**src/rtl/gpio_edge_pkg.sv**
```systemverilog
package gpio_edge_pkg;

    // Register word addresses; software depends on this map
    typedef enum logic [1:0] {
        SEL_RISE_EN = 2'd0,
        SEL_FALL_EN = 2'd1,
        SEL_EVENTS  = 2'd2,
        SEL_UNUSED  = 2'd3
    } reg_sel_e;

endpackage

```
**src/rtl/gpio_edge_sync.sv**
```systemverilog
module gpio_edge_sync #(
    parameter int WIDTH = 28
) (
    input  logic             clk,
    input  logic             rst,
    input  logic [WIDTH-1:0] async_in,
    output logic [WIDTH-1:0] sync_out
);

    typedef struct packed {
        logic [WIDTH-1:0] meta;
        logic [WIDTH-1:0] stable;
    } sync_t;

    sync_t sync_d, sync_q;

    always_comb begin
        sync_d        = sync_q;
        sync_d.meta   = async_in;
        sync_d.stable = sync_q.meta;
    end

    always_ff @(posedge clk) begin
        if (rst) begin
            sync_q <= '0;
        end else begin
            sync_q <= sync_d;
        end
    end

    assign sync_out = sync_q.stable;

endmodule

```
**src/rtl/gpio_edge_detect.sv**
```systemverilog
module gpio_edge_detect #(
    parameter int WIDTH = 28
) (
    input  logic             clk,
    input  logic             rst,
    input  logic [WIDTH-1:0] level,
    input  logic [WIDTH-1:0] rise_en,
    input  logic [WIDTH-1:0] fall_en,
    output logic [WIDTH-1:0] hit
);

    logic [WIDTH-1:0] prev_d, prev_q;
    logic [WIDTH-1:0] rise_seen, fall_seen;

    always_comb begin
        prev_d = level;
    end

    always_ff @(posedge clk) begin
        if (rst) begin
            prev_q <= '0;
        end else begin
            prev_q <= prev_d;
        end
    end

    // Per-pin comparison against last cycle's level
    for (genvar p = 0; p < WIDTH; p++) begin : g_pin
        always_comb begin
            rise_seen[p] = level[p] & ~prev_q[p];
            fall_seen[p] = ~level[p] & prev_q[p];
            hit[p]       = (rise_seen[p] & rise_en[p]) | (fall_seen[p] & fall_en[p]);
        end
    end

endmodule

```
**src/rtl/gpio_edge_status.sv**
```systemverilog
module gpio_edge_status #(
    parameter int WIDTH = 28
) (
    input  logic             clk,
    input  logic             rst,
    input  logic [WIDTH-1:0] set_vec,
    input  logic [WIDTH-1:0] clr_vec,
    output logic [WIDTH-1:0] pending
);

    logic [WIDTH-1:0] pend_d, pend_q;

    // A new event wins over a clear of the same bit
    always_comb begin
        pend_d = (pend_q & ~clr_vec) | set_vec;
    end

    always_ff @(posedge clk) begin
        if (rst) begin
            pend_q <= '0;
        end else begin
            pend_q <= pend_d;
        end
    end

    assign pending = pend_q;

endmodule

```
**src/rtl/gpio_edge_irq.sv**
```systemverilog
module gpio_edge_irq
    import gpio_edge_pkg::*;
#(
    parameter int N_PINS   = 28,
    parameter int N_DIRECT = 11,
    parameter int DW       = 32
) (
    input  logic                clk,
    input  logic                rst,
    input  logic [N_PINS-1:0]   pin_in,
    input  logic                reg_wr,
    input  logic [1:0]          reg_addr,
    input  logic [DW-1:0]       reg_wdata,
    output logic [DW-1:0]       reg_rdata,
    output logic [N_DIRECT-1:0] irq_low,
    output logic                irq_high
);

    localparam int N_SHARED = N_PINS - N_DIRECT;
    localparam int PAD_W    = DW - N_PINS;

    typedef struct packed {
        logic [N_PINS-1:0] rise;
        logic [N_PINS-1:0] fall;
    } enables_t;

    enables_t          en_d, en_q;
    logic [N_PINS-1:0] pin_sync;
    logic [N_PINS-1:0] edge_hit;
    logic [N_PINS-1:0] clear_mask;
    logic [N_PINS-1:0] events;
    reg_sel_e          sel;

    assign sel = reg_sel_e'(reg_addr);

    gpio_edge_sync #(.WIDTH(N_PINS)) u_sync (
        .clk      (clk),
        .rst      (rst),
        .async_in (pin_in),
        .sync_out (pin_sync)
    );

    gpio_edge_detect #(.WIDTH(N_PINS)) u_detect (
        .clk     (clk),
        .rst     (rst),
        .level   (pin_sync),
        .rise_en (en_q.rise),
        .fall_en (en_q.fall),
        .hit     (edge_hit)
    );

    gpio_edge_status #(.WIDTH(N_PINS)) u_status (
        .clk     (clk),
        .rst     (rst),
        .set_vec (edge_hit),
        .clr_vec (clear_mask),
        .pending (events)
    );

    // Register writes; bits above the pin count are dropped
    always_comb begin
        en_d       = en_q;
        clear_mask = '0;
        if (reg_wr) begin
            case (sel)
                SEL_RISE_EN: en_d.rise  = reg_wdata[N_PINS-1:0];
                SEL_FALL_EN: en_d.fall  = reg_wdata[N_PINS-1:0];
                SEL_EVENTS:  clear_mask = reg_wdata[N_PINS-1:0];
                default:     ;
            endcase
        end
    end

    always_ff @(posedge clk) begin
        if (rst) begin
            en_q <= '0;
        end else begin
            en_q <= en_d;
        end
    end

    // Read mux, zero-extended to the bus width
    always_comb begin
        case (sel)
            SEL_RISE_EN: reg_rdata = {{PAD_W{1'b0}}, en_q.rise};
            SEL_FALL_EN: reg_rdata = {{PAD_W{1'b0}}, en_q.fall};
            SEL_EVENTS:  reg_rdata = {{PAD_W{1'b0}}, events};
            default:     reg_rdata = '0;
        endcase
    end

    for (genvar i = 0; i < N_DIRECT; i++) begin : g_direct
        assign irq_low[i] = events[i];
    end

    assign irq_high = |events[N_PINS-1 -: N_SHARED];

endmodule


```
**config.mk**
```make
export PLATFORM = sky130hd
export DESIGN_NAME = gpio_edge_irq
export DESIGN_NICKNAME = d
export VERILOG_FILES = /design/src/rtl/gpio_edge_pkg.sv /design/src/rtl/gpio_edge_sync.sv /design/src/rtl/gpio_edge_detect.sv /design/src/rtl/gpio_edge_status.sv /design/src/rtl/gpio_edge_irq.sv
export SDC_FILE = /design/constraint.sdc
export NUM_CORES = 1
export LEC_CHECK = 0
export BUFFER_PORTS_ARGS = -buffer_cell sky130_fd_sc_hd__buf_4
export CAP_MARGIN = 20
export CELL_PAD_IN_SITES_DETAIL_PLACEMENT = 0
export CELL_PAD_IN_SITES_GLOBAL_PLACEMENT = 2
export CORE_UTILIZATION = 30
export DETAILED_ROUTE_END_ITERATION = 8
export GPL_TIMING_DRIVEN = 0
export PLACE_DENSITY_LB_ADDON = 0.1
export RECOVER_POWER = 100
export SYNTH_ARGS = -nofsm -noshare
export SYNTH_HDL_FRONTEND = slang
export SYNTH_SLANG_ARGS = --single-unit
```
**constraint.sdc**
```tcl
create_clock -name clk -period 1.25 [get_ports clk]
set_input_delay 0.25 -clock clk [delete_from_list [all_inputs] [get_ports clk]]
set_output_delay 0.25 -clock clk [all_outputs]
set_load 0.02 [all_outputs]
```
==> results.py <==
metrics = {
    "timing": {
        "layout_setup_ws_ns": -0.955,
        "hold_ws_ns": 0.0288,
        "setup-tns-final_ns": -8.14,
        "drv_slew": 0,
        "period_minus_slack_ns": 2.21,
        "setup_viol": 31,
        "fin_crit_sh_pct": 176,
        "skew_ns": 0.00699,
        "fmax_mhz": 453,
        "rsz0062_at_grt": "true",
        "tightest_slew_ns": 0.940,
        "hold_viol_final": 0,
        "slew_headroom_pct": 37.3,
    },
    "clock_tree": {
        "clkTransAtPathRegs_ns": 0.07,
        "h-tree-depth": 4,
        "cts_tree": "yes",
        "numCtsBuffers": 17,
        "cts.sinks": 168,
        "clockBufferDepth": 2,
        "clockRootBuffer": "clkbuf_16",
        "clk_latency_ns": 0.43,
    },
    "critical_path": {
        "r2r_end": "u_status.pending[22]$_SDFF_PP0_",
        "critPathMaxFanout": 3,
        "arrival_ns": 1.96,
        "crit_required_ns": 1.00,
        "start_kind": "register",
        "r2r-start": "en_q[50]$_SDFFE_PP0P_",
        "rrSetupSlack_ns": 0.38,
        "worstSetupPathType": "register to output pin",
        "end_kind": "output pin",
        "rr_worst_depth": 4,
    },
    "synth": {
        "synth_cells": 716,
        "syn_area_mm2": 0.00660,
        "synth_cell_types": 28,
        "yosysSeqAreaShare_pct": 50.9,
        "avgSynthCellArea_um2": 9.22,
        "yosys_warnings": 0,
        "synth-seq-cells": 168,
    },
    "hold_path": {
        "hold_class": "primary input to register",
        "whs_path_depth": 2,
        "min_from": "pin_in[21]",
        "whs_endpoint": "u_sync.sync_d[21]$_SDFF_PP0_",
    },
    "floorplan": {
        "dieArea_mm2": 0.0226,
        "coreArea_mm2": 0.0213,
        "rows": 53,
        "chipHeight_um": 150,
        "floorplan.initialDensity_pct": 31.0,
        "ios": 109,
        "fp.dieW_um": 150,
    },
    "grt": {
        "grtUsageTotal_pct": 19.1,
        "grt_pass1_wl_um": 31500,
        "overflow": 0,
        "grt_max_degree": 20,
        "grt_pass1_vias": 5519,
        "antenna_found_initial": 0,
    },
    "detailed_routing": {
        "drt_first_iter_violations": 207,
        "firstDrtPassIters": 4,
        "avgViaCountPerCell": 4.70,
        "wire_per_inst_um": 17.7,
        "antenna_left": 0,
        "wl_um": 20800,
        "vias": 5520,
        "drc": 0,
    },
    "finish": {
        "num_antenna_cells": 0,
        "drive_gt1_share_pct": 42.2,
        "n_fill_cell": 2148,
        "multiInputGateArea_mm2": 0.00314,
        "area_delta_synth_final_pct": 41.7,
        "post-route-util_pct": 44.0,
        "nets": 952,
        "ff_latch_area_mm2": 0.00347,
    },
    "pwr": {
        "p_int_w": 0.00890,
        "leakage_nw": 3.64,
        "p_switching_w": 0.00295,
        "p_clk_share_pct": 42.1,
        "p_comb_share_pct": 10.5,
        "p_seq_share_pct": 47.4,
        "powerDensity_mw_per_mm2": 1270,
        "swShare_pct": 24.9,
        "ir_drop_v": 0.000942,
    },
    "placement": {
        "dp_hpwl_um": 13200,
        "gp_congestion": 0.758,
        "portBuffers": 98,
        "place_ws_ns": -0.721,
    },
    "run_status": {
        "status": "finished, violations left",
        "violations": "negative setup slack",
    },
    "run": {
        "maxCapViolCount": 0,
    },
}
[per-stage QoR]
| stage | std cells | cell area (µm²) | power, W |
|---|---|---|---|
| 6_report | 1175 | 9360 | 0.0119 |
| 5_1_grt | 1175 | 9360 | 0.0123 |
| 4_1_cts | 1168 | 9300 | 0.0120 |
| 2_1_floorplan | 719 | 6830 | 0.00633 |
| 3_5_place_dp | 1092 | 7910 | 0.00681 |
| 3_3_place_gp | 1092 | 7910 | 0.00680 |
[layout make-up]
| type | instances | area share, % |
|---|---|---|
| multi-input combinational | 492 | 33.6 |
| timing repair buffer | 150 | 14.2 |
| sequential | 168 | 37.1 |
| clock buffer | 21 | 4.81 |
| buffer | 58 | 5.55 |
| clock inverter | 11 | 1.06 |
| tap | 275 | 3.68 |
[per-layer routing]
layer	part of all wire, %	track usage [%]	vias to the layer above
li1	-	-	2734
met1	45	23.4	2647
met2	50	33.8	112
met3	3.5	3.27	27
met4	1.6	6.06	0
met5	0	0	-
[placed cells by master (no fill, tap or decap), types with 4 or more instances in the layout]
cell type | netlist | final
nand2_2 | 25 | 14
mux2i_2 | 0 | 10
clkbuf_16 | 0 | 17
a21oi_1 | 36 | 36
o21ai_1 | 36 | 26
dfxtp_4 | 0 | 11
buf_12 | 2 | 11
buf_4 | 18 | 113
a21oi_2 | 20 | 20
a31oi_1 | 28 | 28
dfxtp_1 | 168 | 101
clkbuf_2 | 0 | 9
nand2_1 | 143 | 133
o21ai_2 | 0 | 21
o21ai_0 | 20 | 9
clkbuf_1 | 18 | 19
mux2i_1 | 28 | 17
buf_6 | 8 | 52
dfxtp_2 | 0 | 56
nand2_4 | 0 | 21
nand3b_1 | 56 | 56
nor2b_1 | 85 | 84
clkinv_2 | 0 | 4
conb_1 | 1 | 4
[critical path: stages, from the launching register on]
cell     delay (ns)
dfxtp_2        0.35
nor4_4         0.39
nand4_1        0.18
or4_4          0.46
buf_6          0.15
[cells in the mapped netlist]
library cell	count	share of area [%]
a21oi_2	20	2.7
a21oi_1	36	2.7
buf_4	18	2.0
nand3b_1	56	6.4
clkbuf_1	18	1.0
dfxtp_1	168	51
buf_6	8	1.4
nand4_1	1	0.095
nor3b_4	1	0.28
nor4_1	3	0.28
o21ai_1	36	2.7
buf_12	2	0.61
nand2b_1	1	0.095
nand2_2	25	2.4
buf_1	1	0.057
or3b_1	1	0.13
nor2b_1	85	8.1
nand2_1	143	8.1
nor2_1	1	0.057
o21ai_0	20	1.5
or4_1	1	0.11
and3b_1	1	0.13
buf_2	11	0.83
mux2i_1	28	4.2
conb_1	1	0.057
a31oi_1	28	2.7
dlygate4sd1_1	1	0.13
nand3b_4	1	0.30
[power groups by stage]
stage               clock network (W)  registers, W  logic, W
finish                        0.00499       0.00562   0.00124
global route                  0.00536       0.00564   0.00133
CTS                           0.00509       0.00563   0.00127
detailed placement                  0       0.00576   0.00105
global placement                    0       0.00575   0.00104
floorplan                           0       0.00572  0.000601
[registers in the layout, summed over array words and instances (netlist names)]
signal and count:
en_q 56, u_detect.prev_q 28, u_status.pending 28, u_sync.sync_d 28, u_sync.sync_out 28
[worst max path at each step]
| stage | start | endpoint | depth (start not counted) | slack (ns) |
|---|---|---|---|---|
| 2_1_floorplan | u_status.pending[15]$_SDFF_PP0_ | irq_high | 3 | -0.12 |
| 6_report | u_status.pending[12]$_SDFF_PP0_ | irq_high | 4 | -0.96 |
| 3_5_place_dp | u_status.pending[15]$_SDFF_PP0_ | irq_high | 4 | -0.72 |
| 5_1_grt | u_status.pending[12]$_SDFF_PP0_ | irq_high | 4 | -0.99 |
| 4_1_cts | u_status.pending[12]$_SDFF_PP0_ | irq_high | 4 | -0.94 |
| 3_3_place_gp | u_status.pending[15]$_SDFF_PP0_ | irq_high | 4 | -0.73 |
[timing repair]
action / in CTS / in global routing
endpoints found under the hold margin: 0 / 0
resized for setup: 150 / 29
gates cloned: 3 / 0
setup endpoints to repair: 40 / 40
hold buffers: 0 / 0
setup buffers: 42 / 9
pin swaps: 15 / 14
[kinds of logic (layout without fill, tap and decap cells)]
logic type,count (synthesis),after routing,synth area share (%)
compound gates,140,140,12.3
simple gates,320,320,26.4
buf+inv,59,240,6.06
other cells,1,4,0.0568
mux,28,28,4.24
flops,168,168,50.9
Power figures use the tool's default switching activity.
